<file path="src/rtl/cpuclk_pkg.sv">
package cpuclk_pkg;

    localparam logic [1:0] ADDR_MULT = 2'd0;
    localparam logic [1:0] ADDR_DSEL = 2'd1;
    localparam logic [1:0] ADDR_CTRL = 2'd2;

    localparam logic [1:0] DSEL_DIV2 = 2'd2;
    localparam logic [1:0] DSEL_DIV1 = 2'd3;

    typedef enum logic [1:0] {
        SW_FOLLOW = 2'd0,
        SW_DRAIN  = 2'd1,
        SW_ALIGN  = 2'd2
    } sw_state_e;

    // half-period of the post-divided PLL clock, in fast cycles
    function automatic logic [2:0] post_half(input logic [1:0] sel);
        case (sel)
            DSEL_DIV1: post_half = 3'd1;
            DSEL_DIV2: post_half = 3'd2;
            default:   post_half = 3'd4;
        endcase
    endfunction

endpackage

</file>
<file path="src/rtl/osc_monitor.sv">
module osc_monitor #(
    parameter int MISS_LIMIT = 64
) (
    input  logic clk,
    input  logic rst_n,
    input  logic osc_in,
    input  logic mask,
    output logic rise_o,
    output logic miss_o
);
    localparam int IDLE_W = $clog2(MISS_LIMIT + 2);
    localparam logic [IDLE_W-1:0] IDLE_TOP = IDLE_W'(MISS_LIMIT + 1);

    typedef struct packed {
        logic [2:0]        sync;
        logic [IDLE_W-1:0] idle;
        logic              miss;
    } mon_t;

    mon_t s_d, s_q;
    logic edge_any;

    always_comb begin
        s_d      = s_q;
        s_d.sync = {s_q.sync[1:0], osc_in};
        edge_any = s_q.sync[1] ^ s_q.sync[2];
        if (edge_any) begin
            s_d.idle = '0;
        end else if (s_q.idle != IDLE_TOP) begin
            s_d.idle = s_q.idle + 1'b1;
        end
        if (s_q.idle == IDLE_TOP && !mask) begin
            s_d.miss = 1'b1;
        end
    end

    always_ff @(posedge clk or negedge rst_n) begin
        if (!rst_n) s_q <= '0;
        else        s_q <= s_d;
    end

    assign rise_o = s_q.sync[1] & ~s_q.sync[2];
    assign miss_o = s_q.miss;

    p_miss_sticky_r7: assert property (@(posedge clk) disable iff (!rst_n)
        miss_o |=> miss_o);

    p_mask_holds_r8: assert property (@(posedge clk) disable iff (!rst_n)
        (mask && !miss_o) |=> !miss_o);

endmodule

</file>
<file path="src/rtl/clk_sources.sv">
module clk_sources
    import cpuclk_pkg::*;
(
    input  logic       clk,
    input  logic       rst_n,
    input  logic       osc_rise,
    input  logic [1:0] dsel,
    output logic       osc_half_o,
    output logic       pll_div_o
);
    typedef struct packed {
        logic       osc2;
        logic       pll;
        logic [2:0] cnt;
    } src_t;

    src_t s_d, s_q;
    logic [2:0] half_lim;

    always_comb begin
        s_d      = s_q;
        half_lim = post_half(dsel) - 3'd1;
        if (osc_rise) s_d.osc2 = ~s_q.osc2;
        if (s_q.cnt >= half_lim) begin
            s_d.cnt = '0;
            s_d.pll = ~s_q.pll;
        end else begin
            s_d.cnt = s_q.cnt + 3'd1;
        end
    end

    always_ff @(posedge clk or negedge rst_n) begin
        if (!rst_n) s_q <= '0;
        else        s_q <= s_d;
    end

    assign osc_half_o = s_q.osc2;
    assign pll_div_o  = s_q.pll;

    p_osc2_moves_on_rise_r6: assert property (@(posedge clk) disable iff (!rst_n)
        !osc_rise |=> $stable(osc_half_o));

endmodule

</file>
<file path="src/rtl/glitch_mux.sv">
module glitch_mux
    import cpuclk_pkg::*;
(
    input  logic clk,
    input  logic rst_n,
    input  logic src_a,
    input  logic src_b,
    input  logic want_b,
    output logic clk_o,
    output logic on_b_o
);
    typedef struct packed {
        sw_state_e st;
        logic      act;
        logic      out;
        logic      prev;
    } mux_t;

    mux_t s_d, s_q;
    logic cur;

    always_comb begin
        s_d    = s_q;
        cur    = s_q.act ? src_b : src_a;
        s_d.prev = cur;
        case (s_q.st)
            SW_FOLLOW: begin
                s_d.out = cur;
                if (want_b != s_q.act) s_d.st = SW_DRAIN;
            end
            SW_DRAIN: begin
                s_d.out = cur;
                if (!s_q.out && !cur) begin
                    s_d.act  = want_b;
                    s_d.out  = 1'b0;
                    s_d.prev = want_b ? src_b : src_a;
                    s_d.st   = SW_ALIGN;
                end
            end
            default: begin
                s_d.out = 1'b0;
                if (s_q.prev && !cur) s_d.st = SW_FOLLOW;
            end
        endcase
    end

    always_ff @(posedge clk or negedge rst_n) begin
        if (!rst_n) s_q <= '{st: SW_FOLLOW, act: 1'b1, out: 1'b0, prev: 1'b0};
        else        s_q <= s_d;
    end

    assign clk_o  = s_q.out;
    assign on_b_o = s_q.act;

    p_swap_while_low_r10: assert property (@(posedge clk) disable iff (!rst_n)
        (on_b_o != $past(on_b_o)) |-> (!$past(clk_o) && !clk_o));

endmodule

</file>
<file path="src/rtl/cpuclk_pll_seq.sv">
module cpuclk_pll_seq
    import cpuclk_pkg::*;
#(
    parameter int MULT_W      = 4,
    parameter int DATA_W      = 8,
    parameter int LOCK_CYCLES = 1024,
    parameter int MISS_LIMIT  = 64,
    parameter int RST_MULT    = 1
) (
    input  logic              fast_clk,
    input  logic              rst_n,
    input  logic              osc_in,
    input  logic              wr_en,
    input  logic [1:0]        wr_addr,
    input  logic [DATA_W-1:0] wr_data,
    output logic              cpu_clk,
    output logic              cpu_on_pll,
    output logic [MULT_W-1:0] mult_o,
    output logic [1:0]        dsel_o,
    output logic              lock_o,
    output logic              miss_o,
    output logic              mask_o
);
    localparam int CNT_W = $clog2(LOCK_CYCLES + 1);
    localparam logic [CNT_W-1:0] CNT_LOAD = CNT_W'(LOCK_CYCLES);

    typedef struct packed {
        logic [MULT_W-1:0] mult;
        logic [1:0]        dsel;
        logic              mask;
        logic              lock;
        logic [CNT_W-1:0]  cnt;
    } ctl_t;

    ctl_t c_d, c_q;
    logic osc_rise;
    logic osc_half, pll_div;
    logic [MULT_W-1:0] new_mult;
    logic [1:0] new_dsel;

    always_comb begin
        c_d      = c_q;
        new_mult = wr_data[MULT_W-1:0];
        new_dsel = wr_data[1:0];
        if (c_q.cnt != '0 && osc_rise) begin
            c_d.cnt = c_q.cnt - 1'b1;
            if (c_q.cnt == CNT_W'(1)) c_d.lock = 1'b1;
        end
        if (wr_en) begin
            case (wr_addr)
                ADDR_MULT: begin
                    if (c_q.dsel == 2'd0 && new_mult != c_q.mult) begin
                        c_d.mult = new_mult;
                        c_d.lock = 1'b0;
                        c_d.cnt  = CNT_LOAD;
                    end
                end
                ADDR_DSEL: begin
                    if (new_dsel != DSEL_DIV1 || c_q.dsel == DSEL_DIV2) begin
                        c_d.dsel = new_dsel;
                    end
                end
                ADDR_CTRL: c_d.mask = wr_data[0];
                default: ;
            endcase
        end
    end

    always_ff @(posedge fast_clk or negedge rst_n) begin
        if (!rst_n) begin
            c_q <= '{mult: MULT_W'(RST_MULT), dsel: 2'd0, mask: 1'b0,
                     lock: 1'b1, cnt: '0};
        end else begin
            c_q <= c_d;
        end
    end

    osc_monitor #(.MISS_LIMIT(MISS_LIMIT)) u_mon (
        .clk    (fast_clk),
        .rst_n  (rst_n),
        .osc_in (osc_in),
        .mask   (c_q.mask),
        .rise_o (osc_rise),
        .miss_o (miss_o)
    );

    clk_sources u_src (
        .clk        (fast_clk),
        .rst_n      (rst_n),
        .osc_rise   (osc_rise),
        .dsel       (c_q.dsel),
        .osc_half_o (osc_half),
        .pll_div_o  (pll_div)
    );

    glitch_mux u_mux (
        .clk    (fast_clk),
        .rst_n  (rst_n),
        .src_a  (osc_half),
        .src_b  (pll_div),
        .want_b (c_q.lock),
        .clk_o  (cpu_clk),
        .on_b_o (cpu_on_pll)
    );

    assign mult_o = c_q.mult;
    assign dsel_o = c_q.dsel;
    assign lock_o = c_q.lock;
    assign mask_o = c_q.mask;

    p_mult_refused_r1: assert property (@(posedge fast_clk) disable iff (!rst_n)
        (wr_en && wr_addr == ADDR_MULT && dsel_o != 2'd0) |=> $stable(mult_o));

    p_lock_drops_r4: assert property (@(posedge fast_clk) disable iff (!rst_n)
        (mult_o != $past(mult_o)) |-> !lock_o);

    p_div1_entry_r9: assert property (@(posedge fast_clk) disable iff (!rst_n)
        (dsel_o == DSEL_DIV1 && $past(dsel_o) != DSEL_DIV1) |-> ($past(dsel_o) == DSEL_DIV2));

    p_lock_on_edge_r4: assert property (@(posedge fast_clk) disable iff (!rst_n)
        $rose(lock_o) |-> $past(osc_rise));

endmodule

</file>
<file path="config.mk">
export PLATFORM = sky130hd
export DESIGN_NAME = cpuclk_pll_seq
export DESIGN_NICKNAME = d
export VERILOG_FILES = /design/src/rtl/cpuclk_pkg.sv /design/src/rtl/osc_monitor.sv /design/src/rtl/clk_sources.sv /design/src/rtl/glitch_mux.sv /design/src/rtl/cpuclk_pll_seq.sv
export SDC_FILE = /design/constraint.sdc
export NUM_CORES = 1
export LEC_CHECK = 0
export ABC_AREA = 1
export BUFFER_PORTS_ARGS = -buffer_cell sky130_fd_sc_hd__buf_2
export CORE_UTILIZATION = 50
export CTS_CLUSTER_DIAMETER = 120
export DETAILED_ROUTE_END_ITERATION = 7
export GPL_TIMING_DRIVEN = 0
export HOLD_SLACK_MARGIN = 0.06
export PLACE_DENSITY = 0.79
export SYNTH_ARGS = -nofsm -noshare
export SYNTH_HDL_FRONTEND = slang
export SYNTH_HIERARCHICAL = 1
export SYNTH_SLANG_ARGS = --single-unit
</file>
<file path="constraint.sdc">
create_clock -name fast_clk -period 2.2 [get_ports fast_clk]
set_clock_uncertainty 0.1 [all_clocks]
set_input_delay 0.33 -clock fast_clk [delete_from_list [all_inputs] [get_ports fast_clk]]
set_output_delay 0.33 -clock fast_clk [all_outputs]
set_load 0.02 [all_outputs]
</file>
==> metrics.txt <==
htree depth 2; DRT Wirelength 4.17 mm; 1st-iter DRT viols 62; Slew headroom 42.8%; Buffers on Ports 20; minimum clock period 1.80 ns; Leak 1.39 nW; pwr/cell area 1210 nW/um^2; Synth Instances 288; GRT Residual Overflow 0; Synth cell types 33; Seq cells post-synth 40; drt first pass iters 4; status complete, no violations; final-report max-slew violation count 0; Global Route Usage Sum 19.3%; Fmax 555 MHz; worst path required time 2.29 ns; Final Net Count 342; reg2reg setup slack 0.40 ns; Starting Density 52.9%; RSZ-0062 raised after global routing no; Die Area 4980 sq um; num rows 24; worst reg2reg path endpoint u_src/pll_div_o$_DFFE_PN0P_; worst slew pin tran 0.858 ns; Area Growth Syn to Fin 12.8%; average vias per placed instance 5.01; Avg Cell Area, Syn 8.16 sq um; share of cells above drive strength 1 22.4%; Antenna Violating Nets Remaining 0; Cells after DPL 360; Reg clk slew, reported paths 0.07 ns; Num CTS Buffers 5; NetSw 1.29 mW; CP endpoint kind flip-flop; crit path from dsel_o[0]$_DFFE_PN0P_; routed length per instance 11.3 um; gpl congestion 0.865; Comb power frac 42.9%; Reg2Reg Depth 9; Via Count 1,850; Core Region 4440 sq um; final cell count without fillers 369; final setup violation count 0; Hold Fails Final Rpt 0; Die W 70.6 um; Ant. Diodes 0; Setup Crit Path Kind flip-flop to flip-flop; arrival time at the worst endpoint 1.89 ns; # IOs 25; Cell Int Power 1.93 mW; RR Startpoint dsel_o[0]$_DFFE_PN0P_; Fin Hold WS 0.0437 ns; initial antenna violation count 0; largest net degree at the start of global routing 41; final period utilization 81.9%; syn nets 314; Die Span Y 70.6 um; Max VDD drop 0.581 mV; clk root buf clkbuf_8; TNS Setup 0 ns; Worst Setup Start Kind flip-flop; Final HPWL DP 3.07 mm; CTS tree done; vias in the first global route 1,881; Sink Count 40; Mapped Area 2350 sq um; max_cap viols 0; total power 3.22 mW; postcts setup bufs 0; sequential power share 37.0%; Worst-Skew Late Latency 0.29 ns; DP Worst Slack 0.393 ns; Sw Ratio 40.2%; yosys warns 6; fillcell total 406; sequential share of the synthesized area 42.7%; CP Max Fanout 6; Worst Hold Class primary input to asynchronous set/reset pin; setup ws final 0.399 ns; Longest Clk Path Bufs 2; first-pass GRT wire length 7.68 mm; Clk pwr share 20.1%; Residual DRC 0
## cell usage after synthesis
| master | n | area share (%) |
|---|---|---|
| ha_1 | 12 | 6.4 |
| dfstp_2 | 3 | 3.4 |
| nand4_1 | 10 | 2.7 |
| nand3_1 | 19 | 4.0 |
| nor2_1 | 32 | 5.1 |
| o21ai_0 | 2 | 0.43 |
| a31oi_1 | 1 | 0.27 |
| inv_2 | 7 | 1.1 |
| clkinv_1 | 3 | 0.48 |
| buf_4 | 7 | 2.2 |
| dfrtp_1 | 37 | 39 |
| nor2_4 | 1 | 0.48 |
| o21ai_2 | 3 | 1.1 |
| o21bai_1 | 2 | 0.64 |
| nand2_4 | 3 | 1.4 |
| inv_4 | 1 | 0.27 |
| nor2_8 | 1 | 0.85 |
| nand2_2 | 6 | 1.6 |
| nor2_2 | 5 | 1.3 |
| a21oi_2 | 1 | 0.37 |
| buf_2 | 2 | 0.43 |
| nand3b_1 | 1 | 0.32 |
| nand2_1 | 67 | 11 |
| mux2i_1 | 1 | 0.43 |
| xor2_1 | 5 | 1.9 |
| xnor2_1 | 7 | 2.6 |
| o211ai_1 | 1 | 0.32 |
| nor4_2 | 1 | 0.53 |
| a21oi_4 | 1 | 0.69 |
| a21oi_1 | 8 | 1.7 |
| inv_1 | 33 | 5.3 |
| nand3_4 | 1 | 0.75 |
| o21ai_1 | 4 | 0.85 |
## cells in the final DEF (no fill, tap or decap), types with 2 or more instances in the layout
| cell | n |
|---|---|
| buf_4 | 7 |
| dfrtp_1 | 37 |
| a21oi_1 | 8 |
| xor2_1 | 5 |
| nand3_1 | 19 |
| inv_1 | 33 |
| dfstp_2 | 3 |
| inv_2 | 7 |
| ha_1 | 12 |
| o21ai_2 | 3 |
| buf_2 | 22 |
| o21ai_1 | 4 |
| nand2_2 | 6 |
| clkinv_1 | 3 |
| nor2_1 | 32 |
| nand2_1 | 67 |
| nand4_1 | 10 |
| nand2_4 | 3 |
| o21ai_0 | 2 |
| o21bai_1 | 2 |
| clkbuf_8 | 7 |
| xnor2_1 | 7 |
| nor2_2 | 5 |
## cells by family after synthesis
group                    after synthesis  share of synthesized area, %
AO/OA/AOI/OAI                         23                          6.39
XOR/XNOR                              12                          4.47
adder cells (fa/ha/maj)               12                          6.39
buffers and inverters                 53                          9.79
flip-flops                            40                          42.7
multiplexers                           1                         0.426
AND/OR/NAND/NOR                      147                          29.8
## layout make-up
type / count / area [sq um] / area share, %
Multi-Input combinational cell: 195 / 1120 / 42.1
Sequential cell: 40 / 1000 / 37.9
Inverter: 44 / 168 / 6.32
Timing Repair Buffer: 21 / 110 / 4.15
Clock buffer: 7 / 96.3 / 3.63
Tap cell: 52 / 65.1 / 2.45
Buffer: 9 / 62.6 / 2.36
Clock inverter: 1 / 30.0 / 1.13
## registers in the layout, indices dropped and copies added (netlist names), 2 cells and up
name	cells
dsel_o	2
mult_o	4
c_q	11
u_src/s_q	3
u_mon/s_d	2
u_mux/s_q	3
u_mon/s_q	8
## through the flow
stage | utilization (%) | instance area, sq um
finish | 59.7 | 2650
global route | 59.7 | 2650
CTS | 59.7 | 2650
detailed placement | 56.6 | 2520
global placement | 56.6 | 2520
floorplan | - | 2350
## critical path: stages, from the launching register on
cell     delay [ns]
dfrtp_1        0.45
inv_1          0.08
nand2_1        0.07
ha_1           0.22
xnor2_1        0.12
ha_1           0.30
a21oi_2        0.16
nand2_2        0.09
nand2_1        0.06
nand2_1        0.05
## timing repair
action | 4_1_cts | 5_1_grt
endpoints found under the hold margin | 1 | 0
gates resized for setup | 0 | 0
hold buffers | 1 | 0
## metal layers
layer | GRT usage (%) | vias up | wire, um
met2 | 33.7 | 40 | 2080
li1 | - | 950 | -
met5 | 0 | - | 0
met3 | 5.56 | 6 | 205
met1 | 23.6 | 854 | 1850
met4 | 5.56 | 0 | 36
## how the worst max path moves through the flow
stage / endpoint / slack (ns) / cells past startpoint
finish: u_src/pll_div_o$_DFFE_PN0P_ / 0.40 / 9
CTS: u_src/pll_div_o$_DFFE_PN0P_ / 0.38 / 9
detailed placement: u_src/pll_div_o$_DFFE_PN0P_ / 0.39 / 9
global route: u_src/pll_div_o$_DFFE_PN0P_ / 0.23 / 11
global placement: u_src/pll_div_o$_DFFE_PN0P_ / 0.42 / 9
floorplan: u_src/pll_div_o$_DFFE_PN0P_ / 0.52 / 9
## power groups by stage
stage               Clock (mW)  Sequential, mW  Combinational (mW)
floorplan                    0            1.19                1.11
global placement             0            1.20                1.33
detailed placement           0            1.20                1.38
CTS                      0.670            1.19                1.40
global route             0.700            1.23                1.59
finish                   0.648            1.19                1.38
No activity file was read; power rests on OpenSTA's default activity.
